**src/rtl/wdg_pkg.sv**
```systemverilog
`timescale 1ns/1ps
package wdg_pkg;
    localparam logic [7:0] OFS_CTRL   = 8'h00;
    localparam logic [7:0] OFS_FEED   = 8'h04;
    localparam logic [7:0] OFS_RELOAD = 8'h08;
    localparam logic [7:0] OFS_SEL    = 8'h0C;
    localparam logic [7:0] OFS_VALUE  = 8'h10;

    localparam logic [7:0] KEY_FIRST  = 8'hAA;
    localparam logic [7:0] KEY_SECOND = 8'h55;

    typedef enum logic [1:0] {
        SRC_RC   = 2'b00,
        SRC_BUS  = 2'b01,
        SRC_RTC  = 2'b10,
        SRC_NONE = 2'b11
    } src_e;

    typedef enum logic {
        FEED_IDLE  = 1'b0,
        FEED_ARMED = 1'b1
    } feed_st_e;
endpackage

```
**src/rtl/wdg_feed_fsm.sv**
```systemverilog
`timescale 1ns/1ps
module wdg_feed_fsm (
    input  logic       clk_i,
    input  logic       rst_ni,
    input  logic       reg_acc_i,
    input  logic       feed_wr_i,
    input  logic [7:0] feed_byte_i,
    input  logic       enabled_i,
    output logic       load_o,
    output logic       breach_o,
    output logic       armed_o
);
    import wdg_pkg::*;

    typedef struct packed {
        feed_st_e state;
        logic     breach;
    } fsm_st_t;

    fsm_st_t st_d, st_q;
    logic    load_c;

    always_comb begin
        st_d        = st_q;
        st_d.breach = 1'b0;
        load_c      = 1'b0;
        unique case (st_q.state)
            FEED_IDLE: begin
                if (feed_wr_i && feed_byte_i == KEY_FIRST) begin
                    st_d.state = FEED_ARMED;
                end
            end
            FEED_ARMED: begin
                if (reg_acc_i) begin
                    st_d.state = FEED_IDLE;
                    if (feed_wr_i && feed_byte_i == KEY_SECOND) begin
                        load_c = 1'b1;
                    end else begin
                        st_d.breach = enabled_i;
                    end
                end
            end
            default: st_d.state = FEED_IDLE;
        endcase
    end

    always_ff @(posedge clk_i or negedge rst_ni) begin
        if (!rst_ni) begin
            st_q <= '{state: FEED_IDLE, breach: 1'b0};
        end else begin
            st_q <= st_d;
        end
    end

    assign load_o   = load_c;
    assign breach_o = st_q.breach;
    assign armed_o  = (st_q.state == FEED_ARMED);
endmodule

```
**src/rtl/wdg_countdown.sv**
```systemverilog
`timescale 1ns/1ps
module wdg_countdown #(
    parameter int unsigned     W    = 32,
    parameter logic [W-1:0]    INIT = 'hFF
) (
    input  logic         clk_i,
    input  logic         rst_ni,
    input  logic         tick_rc_i,
    input  logic         tick_rtc_i,
    input  logic [1:0]   sel_i,
    input  logic         en_i,
    input  logic         load_i,
    input  logic [W-1:0] load_val_i,
    output logic [W-1:0] count_o,
    output logic         zero_o
);
    localparam int unsigned NSRC = 4;

    typedef struct packed {
        logic [W-1:0] count;
    } cd_st_t;

    cd_st_t          st_d, st_q;
    logic [NSRC-1:0] src_tick;
    logic            step;

    // index matches the select code: RC, bus clock, RTC, none
    assign src_tick = {1'b0, tick_rtc_i, 1'b1, tick_rc_i};
    assign step     = src_tick[sel_i];

    always_comb begin
        st_d = st_q;
        if (load_i) begin
            st_d.count = load_val_i;
        end else if (en_i && step && st_q.count != '0) begin
            st_d.count = st_q.count - 1'b1;
        end
    end

    always_ff @(posedge clk_i or negedge rst_ni) begin
        if (!rst_ni) begin
            st_q.count <= INIT;
        end else begin
            st_q <= st_d;
        end
    end

    assign count_o = st_q.count;
    assign zero_o  = (st_q.count == '0);
endmodule

```
**src/rtl/wdg_snap_pipe.sv**
```systemverilog
`timescale 1ns/1ps
module wdg_snap_pipe #(
    parameter int unsigned  W     = 32,
    parameter int unsigned  DEPTH = 3,
    parameter logic [W-1:0] INIT  = 'hFF
) (
    input  logic         clk_i,
    input  logic         rst_ni,
    input  logic [W-1:0] din_i,
    output logic [W-1:0] dout_o
);
    logic [W-1:0] stg_d [DEPTH];
    logic [W-1:0] stg_q [DEPTH];

    for (genvar g = 0; g < DEPTH; g++) begin : g_stage
        if (g == 0) begin : g_head
            assign stg_d[g] = din_i;
        end else begin : g_tail
            assign stg_d[g] = stg_q[g-1];
        end

        always_ff @(posedge clk_i or negedge rst_ni) begin
            if (!rst_ni) begin
                stg_q[g] <= INIT;
            end else begin
                stg_q[g] <= stg_d[g];
            end
        end
    end

    assign dout_o = stg_q[DEPTH-1];
endmodule

```
**src/rtl/wdog_feed_guard.sv**
```systemverilog
`timescale 1ns/1ps
module wdog_feed_guard #(
    parameter int unsigned       ADDR_W     = 8,
    parameter int unsigned       DATA_W     = 32,
    parameter int unsigned       SNAP_LAG   = 3,
    parameter logic [DATA_W-1:0] INIT_COUNT = 'hFF
) (
    input  logic              clk_i,
    input  logic              rst_ni,
    input  logic              bus_sel_i,
    input  logic              bus_wr_i,
    input  logic [ADDR_W-1:0] bus_addr_i,
    input  logic [DATA_W-1:0] bus_wdata_i,
    output logic [DATA_W-1:0] bus_rdata_o,
    input  logic              tick_rc_i,
    input  logic              tick_rtc_i,
    output logic              wd_rst_o,
    output logic              wd_irq_o
);
    import wdg_pkg::*;

    localparam logic [ADDR_W-1:0] A_CTRL   = ADDR_W'(OFS_CTRL);
    localparam logic [ADDR_W-1:0] A_FEED   = ADDR_W'(OFS_FEED);
    localparam logic [ADDR_W-1:0] A_RELOAD = ADDR_W'(OFS_RELOAD);
    localparam logic [ADDR_W-1:0] A_SEL    = ADDR_W'(OFS_SEL);
    localparam logic [ADDR_W-1:0] A_VALUE  = ADDR_W'(OFS_VALUE);

    typedef struct packed {
        logic              en;
        logic              mode;
        logic [DATA_W-1:0] reload;
        logic [1:0]        sel;
        logic              fired;
        logic              kind;
    } top_st_t;

    top_st_t           st_d, st_q;
    logic              hit_ctrl, hit_feed, hit_reload, hit_sel, hit_value, reg_acc;
    logic              feed_load, feed_breach, feed_armed;
    logic [DATA_W-1:0] count, snap;
    logic              cnt_zero, trip;

    assign hit_ctrl   = bus_sel_i && bus_addr_i == A_CTRL;
    assign hit_feed   = bus_sel_i && bus_addr_i == A_FEED;
    assign hit_reload = bus_sel_i && bus_addr_i == A_RELOAD;
    assign hit_sel    = bus_sel_i && bus_addr_i == A_SEL;
    assign hit_value  = bus_sel_i && bus_addr_i == A_VALUE;
    assign reg_acc    = hit_ctrl | hit_feed | hit_reload | hit_sel | hit_value;

    wdg_feed_fsm u_feed (
        .clk_i       (clk_i),
        .rst_ni      (rst_ni),
        .reg_acc_i   (reg_acc),
        .feed_wr_i   (hit_feed && bus_wr_i),
        .feed_byte_i (bus_wdata_i[7:0]),
        .enabled_i   (st_q.en),
        .load_o      (feed_load),
        .breach_o    (feed_breach),
        .armed_o     (feed_armed)
    );

    wdg_countdown #(
        .W    (DATA_W),
        .INIT (INIT_COUNT)
    ) u_count (
        .clk_i      (clk_i),
        .rst_ni     (rst_ni),
        .tick_rc_i  (tick_rc_i),
        .tick_rtc_i (tick_rtc_i),
        .sel_i      (st_q.sel),
        .en_i       (st_q.en),
        .load_i     (feed_load),
        .load_val_i (st_q.reload),
        .count_o    (count),
        .zero_o     (cnt_zero)
    );

    wdg_snap_pipe #(
        .W     (DATA_W),
        .DEPTH (SNAP_LAG),
        .INIT  (INIT_COUNT)
    ) u_snap (
        .clk_i  (clk_i),
        .rst_ni (rst_ni),
        .din_i  (count),
        .dout_o (snap)
    );

    assign trip = feed_breach | (st_q.en & cnt_zero);

    always_comb begin
        st_d = st_q;
        if (hit_ctrl && bus_wr_i) begin
            st_d.en = st_q.en | bus_wdata_i[0];
            if (!st_q.en) begin
                st_d.mode = bus_wdata_i[1];
            end
        end
        if (hit_reload && bus_wr_i) begin
            st_d.reload = bus_wdata_i;
        end
        if (hit_sel && bus_wr_i) begin
            st_d.sel = bus_wdata_i[1:0];
        end
        if (trip && !st_q.fired) begin
            st_d.fired = 1'b1;
            st_d.kind  = st_q.mode;
        end
    end

    always_ff @(posedge clk_i or negedge rst_ni) begin
        if (!rst_ni) begin
            st_q <= '{en: 1'b0, mode: 1'b0, reload: INIT_COUNT,
                      sel: SRC_RC, fired: 1'b0, kind: 1'b0};
        end else begin
            st_q <= st_d;
        end
    end

    always_comb begin
        bus_rdata_o = '0;
        if (hit_ctrl)   bus_rdata_o[1:0] = {st_q.mode, st_q.en};
        if (hit_reload) bus_rdata_o      = st_q.reload;
        if (hit_sel)    bus_rdata_o[1:0] = st_q.sel;
        if (hit_value)  bus_rdata_o      = snap;
    end

    assign wd_rst_o = st_q.fired &  st_q.kind;
    assign wd_irq_o = st_q.fired & ~st_q.kind;
endmodule

```
**config.mk**
```make
export PLATFORM = sky130hd
export DESIGN_NAME = wdog_feed_guard
export DESIGN_NICKNAME = d
export VERILOG_FILES = /design/src/rtl/wdg_pkg.sv /design/src/rtl/wdg_feed_fsm.sv /design/src/rtl/wdg_countdown.sv /design/src/rtl/wdg_snap_pipe.sv /design/src/rtl/wdog_feed_guard.sv
export SDC_FILE = /design/constraint.sdc
export NUM_CORES = 1
export LEC_CHECK = 0
export BUFFER_PORTS_ARGS = -buffer_cell sky130_fd_sc_hd__buf_2
export CORE_MARGIN = 2
export CORE_UTILIZATION = 33
export DETAILED_ROUTE_END_ITERATION = 6
export SLEW_MARGIN = 30
export SYNTH_ARGS = -nofsm -noshare
export SYNTH_HDL_FRONTEND = slang
export SYNTH_SLANG_ARGS = --single-unit
export TNS_END_PERCENT = 30
```
**constraint.sdc**
```tcl
create_clock -name clk_i -period 5.73 [get_ports clk_i]
set_clock_uncertainty 0.1 [all_clocks]
set_input_delay 0.8595 -clock clk_i [delete_from_list [all_inputs] [get_ports clk_i]]
set_output_delay 0.8595 -clock clk_i [all_outputs]
set_load 0.02 [all_outputs]
```
==> results of run 1 <==
[layout make-up]
type,instances,share of cell area
sequential,168,0.559
multi-input combinational,278,0.261
timing repair buffer,87,0.0638
clock buffer,20,0.0587
tap,234,0.0385
clock inverter,12,0.0155
inverter,6,0.00296
[critical path: cells and delay by family]
family / cells / cell delay [ns]
buffers and inverters: 3 / 0.61
AND/OR/NAND/NOR: 4 / 0.96
AO/OA/AOI/OAI: 1 / 0.21
[cells by family (layout without fill, tap and decap cells)]
logic type	after synthesis	after routing	share of synthesized area
flip-flops	168	168	0.673
AND/OR/NAND/NOR	127	127	0.110
AO/OA/AOI/OAI	87	87	0.0981
multiplexers	37	37	0.0659
XOR/XNOR	26	26	0.0360
buffers and inverters	25	125	0.0150
adder cells (fa/ha/maj)	1	1	0.00198
[sequential cells by signal, summed over array words and instances (netlist names)]
register	count
st_q	38
u_count.count_o	32
u_feed.armed_o	1
u_feed.breach_o	1
u_snap.dout_o	32
u_snap.stg_d	64
[layer usage]
| metal | vias to the layer above | GRT usage | routed length (µm) |
|---|---|---|---|
| met3 | 19 | 0.0363 | 686 |
| met2 | 105 | 0.217 | 6120 |
| li1 | 1851 | - | - |
| met4 | 0 | 0.0532 | 208 |
| met1 | 2028 | 0.197 | 6290 |
| met5 | - | 0 | 0 |
[worst paths after layout]
check | cells past startpoint | to
hold reg to reg | 0 | u_snap.dout_o[14]$_DFF_PN0_
hold / removal | 1 | u_feed.armed_o$_DFF_PN0_
max in group asynchronous | 3 | u_snap.stg_d[8]$_DFF_PN0_
setup / recovery | 8 | bus_rdata_o[13]
min in group clk_i | 0 | u_snap.dout_o[14]$_DFF_PN0_
setup reg to reg | 6 | st_q[0]$_DFFE_PN0P_
[metrics by stage]
| step | utilization | instances |
|---|---|---|
| final | 0.405 | 805 |
| after CTS | 0.404 | 804 |
| after global placement | 0.374 | 772 |
| after detailed placement | 0.374 | 772 |
| after floorplan | - | 471 |
| after global routing | 0.405 | 805 |
[power by group]
part	total, mW	internal, mW	switching, mW
Clock	1.09	0.615	0.472
Sequential	1.21	1.20	0.00879
Combinational	0.0698	0.0268	0.0430
[placed cells by master (no fill, tap or decap), types with 2 or more instances in the layout]
master | synthesis | final
nand4_1 | 4 | 4
nand3_1 | 4 | 3
xor2_1 | 9 | 9
nand2_1 | 17 | 17
inv_6 | 0 | 3
a31oi_1 | 3 | 3
or4b_1 | 2 | 2
dfrtp_1 | 128 | 128
nor4_2 | 1 | 2
clkinv_2 | 0 | 2
nand2b_1 | 2 | 2
inv_1 | 6 | 6
a21oi_1 | 30 | 30
xnor2_1 | 17 | 17
a22o_1 | 34 | 34
buf_4 | 0 | 7
and2_1 | 2 | 2
dfstp_2 | 40 | 40
buf_2 | 1 | 78
mux2_1 | 4 | 4
clkinv_4 | 0 | 5
clkbuf_1 | 16 | 2
nor4_1 | 13 | 12
clkbuf_16 | 0 | 17
nor2_1 | 49 | 49
o21ai_0 | 8 | 8
nor4bb_1 | 2 | 2
nor2b_1 | 2 | 2
o211ai_1 | 2 | 2
nor4b_1 | 2 | 2
nor3_1 | 9 | 9
mux2_2 | 33 | 33
or3_1 | 7 | 7
==> metrics.md, run 1 <==
| Metric | Value |
|---|---|
| Antenna Nets Post-Route | `0` |
| Flop and latch count out of synthesis | `168` |
| Routed WL per cell | `16.5 µm` |
| Arrival time worst endpoint | `2.68 ns` |
| Leading cell types by count after synthesis | `dfrtp_1, nor2_1, dfstp_2` |
| Initial Util | `0.337` |
| Skew-Pair Late Insertion Delay | `0.43 ns` |
| FMAX | `275 MHz` |
| Die Y | `about 140 µm` |
| Period utilization | `0.635` |
| CTS Buffer Depth | `2` |
| # Max-Cap Violations | `0` |
| Crit. Startpoint | `bus_addr_i[0]` |
| Actual slew at the worst max-slew pin | `0.710 ns` |
| First-pass GRT wire length | `roughly 22000 µm` |
| H-tree lvl count | `4` |
| Critical path type | `primary input to primary output` |
| Ys async rst share | `1.00` |
| R2R Path Start | `u_count.count_o[8]$_DFFE_PN0P_` |
| CP max FO | `31` |
| Overflow after GRT | `0` |
| Largest stage delay on the critical path | `roughly 0.36 ns` |
| Vias post-DR | `4003` |
| Worst reg-to-reg setup slack | `about 2.8 ns` |
| Vias in the first global route | `4105` |
| Setup Buffers After CTS | `0` |
| Filler Cells Inserted | `1752` |
| Post-layout minimum cycle time | `3.64 ns` |
| Critical path's most frequent cell | `buf_2` |
| Gr usage total | `0.142` |
| Final GP Congestion | `0.803` |
| Die width | `142 µm` |
| Status | `finished clean` |
| Pin count of the biggest net entering global routing | `around 120` |
| EDFF count, synth | `0` |
| Die area | `20300 µm²` |
| Worst VDD drop | `approximately 0.18 mV` |
| Rows | `50` |
| Via density | `4.97` |
| Post-Syn Nets | `between 500 and 600` |
| Diodes inserted | `0` |
| CP max stage cell | `buf_4` |
| PortBufs | `79` |
| Max-slew violation count | `0` |
| Share of the synthesized area in the top cell type | `0.506` |
| Min Hold Slack | `~0.18 ns` |
| Storage cell area | `4250 µm²` |
| Crit end category | `primary output` |
| Top_reg_cell synth | `dfrtp_1` |
| Hold Buf Count CTS | `0` |
| Leakage power | `~3.7 nW` |
| DP Area | `7010 µm²` |
| Final setup TNS | `0 ns` |
| Clk slew on worst S/H paths | `0.06 ns` |
| Area delta synth->final | `20.3%` |
| Yosys Warn Count | `0` |
| RSZ-0062 raised after global routing | `false` |
| Post-route setup slack | `2.09 ns` |
| Final Hold Viols | `0` |
| Pre-CTS setup slack | `between 2 and 2.5 ns` |
| Most area-consuming cells after synthesis | `dfrtp_1, dfstp_2, mux2_2` |
| HPWL Detailed | `~9000 µm` |
| Mapped cell area | `6320 µm²` |
| CTS tree | `yes` |
| Critical path, cell by cell | `buf_2 > nor4_1 > nand2_1 > nor2_1 > and3_1 > buf_4 > a22o_1 > buf_2` |
| Num CTS Buffers | `17` |
| Post-synth cell types | `51` |
| Multi-input logic area | `between 1500 and 2000 µm²` |
| Initial antenna violation count | `0` |
| Final setup vio count | `0` |
| Fin nets | `605` |
| Average size of a mapped cell | `13.4 µm²` |
| Top-count cell post-synth | `dfrtp_1` |
| Routed Wire Length | `around 13000 µm` |
| CTS Sinks | `roughly 170` |
| Slew headroom | `0.523` |
| Post-Layout Inst Area | `~7600 µm²` |
| Worst min path class | `primary input to async pin` |
| Mapped Cells | `471` |
| Total power | `about 2.4 mW` |
| Post-CTS Resized | `0` |
| Starting DRC count in detailed routing | `about 230` |
| Pre-antenna DRT Iters | `5` |
| PD cells | `311 nW/µm²` |
| Seq/Total Area, Yosys | `0.673` |
| IO Count | `80` |
| WP data required | `4.77 ns` |
| Startpoint Class | `primary input` |
| Root Driver | `clkbuf_16` |
| Synth area leader | `dfrtp_1` |
| DRC Markers | `0` |
| Core Area | `18800 µm²` |
| Layout cells sized above 1 | `0.352` |
No activity file was read; power rests on OpenSTA's default activity.
==> run 2, diff against run 1 <==
==> constraint.sdc (replaced) <==
create_clock -name clk_i -period 2.91 [get_ports clk_i]
set_clock_uncertainty 0.1 [all_clocks]
set_input_delay 0.4365 -clock clk_i [delete_from_list [all_inputs] [get_ports clk_i]]
set_output_delay 0.4365 -clock clk_i [all_outputs]
set_load 0.02 [all_outputs]
==> metrics.md, run 2 (synthesis gave the netlist of run 1 again) <==
| Metric | Value |
|---|---|
| Actual slew at the worst max-slew pin | `0.568 ns (-0.142 ns)` |
| Initial antenna violation count | `0 (unchanged)` |
| R2R Path Start | `u_count.count_o[8]$_DFFE_PN0P_` |
| FMAX | `388 MHz` |
| Min Hold Slack | `0.144 ns (-0.0365 ns)` |
| Arrival time worst endpoint | `2.04 ns (-0.64 ns)` |
| Die Y | `142 µm (unchanged)` |
| H-tree lvl count | `4 (unchanged)` |
| Layout cells sized above 1 | `0.355 (+0.00327)` |
| Via density | `4.91 (-1.2%)` |
| First-pass GRT wire length | `22100 µm (+0.53%)` |
| Die width | `142 µm (unchanged)` |
| Hold_sp | `bus_wdata_i[13]` |
| Routed Wire Length | `13200 µm (-0.52%)` |
| Hold path endpoint | `st_q[17]$_DFFE_PN0P_` |
| Slew headroom | `0.618 (+0.0945)` |
| Vias in the first global route | `4284 (+4.4%)` |
| Status | `finished clean` |
| WP data required | `2.37 ns (-2.40 ns)` |
| Critical path, cell by cell | `buf_2 > nor4_1 > nand2_1 > nor2_1 > and3_1 > buf_12 > a22o_1 > buf_2` |
| Pre-CTS setup slack | `0.359 ns (-1.73 ns)` |
| Crit end category | `primary output` |
| IO Count | `80 (unchanged)` |
| Worst reg-to-reg setup slack | `0.37 ns (-2.44 ns)` |
| Overflow after GRT | `0 (unchanged)` |
| Pre-antenna DRT Iters | `4 (-1)` |
| Period utilization | `0.886` |
| DRC Markers | `0 (unchanged)` |
| Placed insts | `778 (+0.78%)` |
| Root Driver | `clkbuf_16` |
| CP max FO | `30 (-3.2%)` |
| Leakage power | `3.77 nW (+0.67%)` |
| Filler Cells Inserted | `1773 (+1.2%)` |
| Antenna Nets Post-Route | `0 (unchanged)` |
| PortBufs | `79 (unchanged)` |
| Pin count of the biggest net entering global routing | `93 (-23%)` |
| Clock share of power | `0.457 (-0.003)` |
| RSZ-0062 raised after global routing | `false` |
| Clk slew on worst S/H paths | `0.06 ns (about the same)` |
| Final Hold Viols | `0 (unchanged)` |
| CP bufs+invs | `3 (unchanged)` |
| Routing usage on met1 | `0.197 (-0.000526)` |
| Commonest non-fill, non-tap cells in the layout | `dfrtp_1, buf_2, nor2_1, dfstp_2, a22o_1` |
| PD cells | `603 nW/µm² (+94%)` |
| Routed WL per cell | `16.3 µm (-1.3%)` |
| Busiest grt layer | `met2` |
| Worst VDD drop | `0.356 mV (+98%)` |
| Largest register FFs | `64 (unchanged)` |
| Critical path's most frequent cell | `buf_2` |
| Starting DRC count in detailed routing | `218 (-3.1%)` |
| Gr usage total | `0.141 (-0.00134)` |
| Commonest non-fill, non-tap cell in the layout | `dfrtp_1` |
| Critical path type | `primary input to primary output` |
| Diodes inserted | `0 (unchanged)` |
| Core Area | `18800 µm² (unchanged)` |
| Num CTS Buffers | `17 (unchanged)` |
| Final setup vio count | `0 (unchanged)` |
| Post-route setup slack | `0.331 ns (-1.76 ns)` |
| Combinational share of power | `0.029 (about the same)` |
| CTS Buffer Depth | `2 (unchanged)` |
| Max-slew violation count | `0 (unchanged)` |
| Final setup TNS | `0 ns (unchanged)` |
| Die area | `20300 µm² (unchanged)` |
| Final GP Congestion | `0.770 (-4.1%)` |
| Hold Path Depth | `2` |
| Post-Layout Cell Count | `811 (+0.75%)` |
| Area delta synth->final | `21.3%` |
| Initial Util | `0.337 (unchanged)` |
| Reg2reg path depth | `7 (+1)` |
| Setup Buffers After CTS | `0 (unchanged)` |
| Switch Pwr | `0.991 mW (+89%)` |
| Pint | `3.64 mW (+98%)` |
| M3 GR Usage | `0.0360 (-0.000336)` |
| Vias post-DR | `3984 (-0.47%)` |
| Rows | `50 (unchanged)` |
| RR Endpoint | `u_count.count_o[8]$_DFFE_PN0P_` |
| Post-layout minimum cycle time | `between 2 and 3 ns` |
| # Max-Cap Violations | `0 (unchanged)` |
| Crit-path leading delay family | `simple AND/OR/NAND/NOR gates` |
| Startpoint Class | `primary input` |
| CP max stage cell | `nor4_1` |
| Worst min path class | `primary input to flop` |
| HPWL Detailed | `8940 µm (-1.2%)` |
| Largest stage delay on the critical path | `0.36 ns (about the same)` |
| CTS tree | `yes` |
| Sequential share of power | `0.514 (+0.003)` |
| Grt met2 use | `0.213 (-0.00329)` |
| Skew-Pair Late Insertion Delay | `0.42 ns (about the same)` |
| Fin nets | `611 (+0.99%)` |
| Net Sw Frac | `0.214 (-0.00761)` |
| CTS Sinks | `168 (unchanged)` |
[run 2: changes by cell type in the layout (fill, tap and decap cells not counted), sizes merged]
cell         change
clkbuf           +2
clkinv           -3
buf              +5
clkinvlp         +2
inv              -1
dlygate4sd3      +1
[run 2: timing repair]
item	CTS	global route
resized for setup	0	0
hold buffers	1	0
hold endpoints to repair	7	0
[run 2: power by group through the flow]
stage | Clock (mW) | Combinational, mW | Sequential [mW]
2_1_floorplan | 0 | 0.0419 | 2.41
3_3_place_gp | 0 | 0.135 | 2.42
3_5_place_dp | 0 | 0.140 | 2.42
4_1_cts | 2.17 | 0.142 | 2.38
5_1_grt | 2.28 | 0.155 | 2.38
6_report | 2.11 | 0.136 | 2.38
[run 2: through the flow]
step	util	area (µm²)	total power, mW
3_5_place_dp	0.379	7110	2.56
2_1_floorplan	-	6320	2.45
5_1_grt	0.409	7670	4.82
3_3_place_gp	0.379	7110	2.55
4_1_cts	0.409	7670	4.69
6_report	0.409	7670	4.63
[run 2: area by class of cell]
cell class | count | area [µm²] | share of cell area
Multi-Input combinational cell | 278 | 1990 | 0.259
Inverter | 6 | 22.5 | 0.00293
Timing Repair Buffer | 93 | 559 | 0.0729
Clock inverter | 10 | 93.8 | 0.0122
Clock buffer | 22 | 464 | 0.0605
Tap cell | 234 | 293 | 0.0382
Sequential cell | 168 | 4250 | 0.554
[run 2: worst max path at each step]
stage / start / endpoint / slack [ns] / cells after the start
after floorplan: bus_addr_i[0] / bus_rdata_o[10] / 0.44 / 7
after global placement: bus_addr_i[0] / bus_rdata_o[7] / 0.41 / 8
after detailed placement: bus_addr_i[0] / bus_rdata_o[5] / 0.36 / 8
after CTS: bus_addr_i[0] / bus_rdata_o[3] / 0.35 / 8
after global routing: bus_addr_i[0] / bus_rdata_o[3] / 0.18 / 8
final: bus_addr_i[0] / bus_rdata_o[3] / 0.33 / 8
[run 2: worst reg2reg max path, delay by kind of cell (launching register included)]
family	cells	cell delay [ns]
AO/OA/AOI/OAI	2	0.50
buffers and inverters	1	0.23
AND/OR/NAND/NOR	3	0.99
XOR/XNOR	1	0.16
flip-flops	1	0.43
[run 2: layer usage]
| layer | part of all wire | vias up |
|---|---|---|
| met2 | 0.45 | 84 |
| met1 | 0.49 | 2019 |
| li1 | - | 1869 |
| met5 | 0 | - |
| met3 | 0.043 | 12 |
| met4 | 0.012 | 0 |
==> run 3, diff against run 2 <==
--- a/config.mk
+++ b/config.mk
@@ -5,6 +5,7 @@
 export SDC_FILE = /design/constraint.sdc
 export NUM_CORES = 1
 export LEC_CHECK = 0
+export ABC_AREA = 1
 export BUFFER_PORTS_ARGS = -buffer_cell sky130_fd_sc_hd__buf_2
 export CORE_MARGIN = 2
 export CORE_UTILIZATION = 33
@@ -12,5 +13,6 @@
 export SLEW_MARGIN = 30
 export SYNTH_ARGS = -nofsm -noshare
 export SYNTH_HDL_FRONTEND = slang
+export SYNTH_HIERARCHICAL = 1
 export SYNTH_SLANG_ARGS = --single-unit
 export TNS_END_PERCENT = 30
==> metrics.md, run 3 <==
| Metric | Value |
|---|---|
| Crit end category | `primary output` |
| DRC Markers | `0 (unchanged)` |
| EDFF count, synth | `0 (unchanged)` |
| DP Area | `8080 µm² (+14%)` |
| Initial Util | `0.336 (-0.00148)` |
| First-pass GRT wire length | `29900 µm (+35%)` |
| Yosys Warn Count | `6 (+6)` |
| PD cells | `862 nW/µm² (+43%)` |
| Root Driver | `clkbuf_16` |
| CP max FO | `63 (+110%)` |
| Post-Layout Inst Area | `8660 µm² (+13%)` |
| Average size of a mapped cell | `8.48 µm² (-37%)` |
| Pre-antenna DRT Iters | `5 (+1)` |
| Worst VDD drop | `0.422 mV (+19%)` |
| Ys async rst share | `1.00 (unchanged)` |
| Starting DRC count in detailed routing | `383 (+76%)` |
| Fin nets | `993 (+63%)` |
| Status | `finished clean` |
| Overflow after GRT | `0 (unchanged)` |
| Die width | `153 µm (+7.2%)` |
| Top-count cell post-synth | `nand2_1` |
| Mapped cell area | `7300 µm² (+15%)` |
| Post-layout minimum cycle time | `2.34 ns (-0.238 ns)` |
| Crit-path leading delay family | `simple AND/OR/NAND/NOR gates` |
| Num CTS Buffers | `17 (unchanged)` |
| Leakage power | `4.57 nW (+21%)` |
| Actual slew at the worst max-slew pin | `0.490 ns (-0.0779 ns)` |
| Via density | `4.73 (-3.8%)` |
| Post-Syn Nets | `908 (+75%)` |
| Core Area | `21800 µm² (+16%)` |
| Commonest non-fill, non-tap cell in the layout | `nand2_1` |
| CTS Buffer Depth | `2 (unchanged)` |
| Initial antenna violation count | `0 (unchanged)` |
| Share of the synthesized area in the top cell type | `0.439 (-0.0676)` |
| Die Y | `153 µm (+7.2%)` |
| Skew-Pair Late Insertion Delay | `0.43 ns (about the same)` |
| Total power | `7.47 mW (+61%)` |
| Worst min path class | `primary input to flop` |
| HPWL Detailed | `12200 µm (+36%)` |
| Fin util | `0.398 (-0.0109)` |
| Diodes inserted | `0 (unchanged)` |
| Layout cells sized above 1 | `0.204 (-0.151)` |
| RSZ-0062 raised after global routing | `false` |
| Final Hold Viols | `0 (unchanged)` |
| WP data required | `2.37 ns (about the same)` |
| FMAX | `427 MHz (+10%)` |
| Period utilization | `0.804 (-0.0819)` |
| Top_reg_cell synth | `dfrtp_1` |
| H-tree lvl count | `4 (unchanged)` |
| IO Count | `80 (unchanged)` |
| PortBufs | `79 (unchanged)` |
| Leading cell types by count after synthesis | `nand2_1, nand3_1, dfrtp_1` |
| Largest stage delay on the critical path | `0.32 ns (-0.04 ns)` |
| Max-slew violation count | `0 (unchanged)` |
| Die area | `23300 µm² (+15%)` |
| Post-CTS Resized | `0 (unchanged)` |
| Min Hold Slack | `0.133 ns (-0.0108 ns)` |
| Antenna Nets Post-Route | `0 (unchanged)` |
| Gr usage total | `0.161 (+0.0202)` |
| Flop and latch count out of synthesis | `168 (unchanged)` |
| Commonest non-fill, non-tap cells in the layout | `nand2_1, nand3_1, dfrtp_1, buf_2, nor2_1` |
| Post-synth cell types | `33 (-35%)` |
| Arrival time worst endpoint | `1.80 ns (-0.24 ns)` |
| Clk slew on worst S/H paths | `0.07 ns (about the same)` |
| Pin count of the biggest net entering global routing | `64 (-31%)` |
| Mapped Cells | `861 (+83%)` |
| Rows | `54 (+8.0%)` |
| Critical path, cell by cell | `buf_2 > nor2_1 > nand3_1 > nor3_4 > buf_12 > nand2_1 > nand2_1 > buf_2` |
| Largest register FFs | `64 (unchanged)` |
| Startpoint Class | `primary input` |
| Final setup vio count | `0 (unchanged)` |
| Final setup TNS | `0 ns (unchanged)` |
| Synth area leader | `dfrtp_1` |
| Most area-consuming cells after synthesis | `dfrtp_1, nand2_1, dfstp_2` |
| CP bufs+invs | `3 (unchanged)` |
| CP max stage cell | `buf_12` |
| Slew headroom | `0.673 (+0.0555)` |
| Critical path type | `primary input to primary output` |
| Setup Buffers After CTS | `0 (unchanged)` |
| Filler Cells Inserted | `2217 (+25%)` |
| # Max-Cap Violations | `0 (unchanged)` |
| Routed Wire Length | `17900 µm (+35%)` |
| Vias in the first global route | `5814 (+36%)` |
| Vias post-DR | `5856 (+47%)` |
| Routed WL per cell | `14.5 µm (-11%)` |
| CTS tree | `yes` |
| Area delta synth->final | `18.6%` |
| Final GP Congestion | `0.875 (+14%)` |
| CTS Sinks | `168 (unchanged)` |
| Seq/Total Area, Yosys | `0.583 (-0.0898)` |
==> run 3: area by class of cell <==
class,instances,area (µm²),area share
multi-input combinational,608,2700,0.312
timing repair buffer,95,574,0.0663
inverter,56,210,0.0243
clock inverter,15,141,0.0163
sequential,168,4250,0.491
tap,280,350,0.0405
clock buffer,17,425,0.0491
==> run 3: worst paths after layout <==
path | depth (start not counted) | end | start | slack [ns]
max in group asynchronous | 3 | u_snap/stg_d[18]$_DFF_PN0_ | rst_ni | 1.56
setup reg to reg | 11 | st_q[0]$_DFFE_PN0P_ | u_count/count_o[0]$_DFFE_PN1P_ | 0.65
hold reg to reg | 0 | u_snap/dout_o[24]$_DFF_PN0_ | u_snap/stg_d[24]$_DFF_PN0_ | 0.24
min in group asynchronous | 2 | st_q[12]$_DFFE_PN0P_ | rst_ni | 0.43
hold / removal | 3 | st_q[23]$_DFFE_PN0P_ | bus_wdata_i[19] | 0.13
setup / recovery | 8 | bus_rdata_o[22] | bus_addr_i[1] | 0.57
==> run 3: worst reg2reg max path, delay by kind of cell, from the launching register on <==
kind	cells	cell delay, ns
and+or+nand+nor	6	0.75
adders and majority gates	1	0.34
DFF	1	0.37
AOI/OAI and AO/OA	2	0.32
buffers and inverters	2	0.27
==> run 3: cells by family (layout without fill, tap and decap cells) <==
| kind of cell | count (synthesis) | after routing | share of synthesized area |
|---|---|---|---|
| AND/OR/NAND/NOR | 567 | 567 | 0.330 |
| adder cells (fa/ha/maj) | 1 | 1 | 0.00171 |
| buffers and inverters | 85 | 183 | 0.0480 |
| AO/OA/AOI/OAI | 35 | 35 | 0.0314 |
| flip-flops | 168 | 168 | 0.583 |
| XOR/XNOR | 5 | 5 | 0.00600 |
==> run 3: what timing repair did <==
| item | in CTS | in global routing |
|---|---|---|
| endpoints found under the setup margin | 0 | 0 |
| hold buffers | 1 | 0 |
| endpoints found under the hold margin | 19 | 0 |
==> run 3: report_power, final <==
part	leakage (nW)	internal (mW)	switching (mW)
Combinational	2.14	0.580	1.20
Clock	0.273	1.19	0.961
Sequential	2.15	3.11	0.416
Total	4.57	4.89	2.58
==> run 3: per-stage QoR <==
step / setup WS (ns) / instances
6_report: 0.570 / 1239
5_1_grt: 0.420 / 1239
4_1_cts: 0.575 / 1239
3_5_place_dp: 0.254 / 1206
3_3_place_gp: 0.305 / 1206
2_1_floorplan: 0.477 / 861
==> run 3: per-layer routing <==
layer  global-route usage  part of all wire
met4               0.0516             0.017
met3               0.0435             0.059
met1                0.226              0.48
met2                0.245              0.44
met5                    0                 0
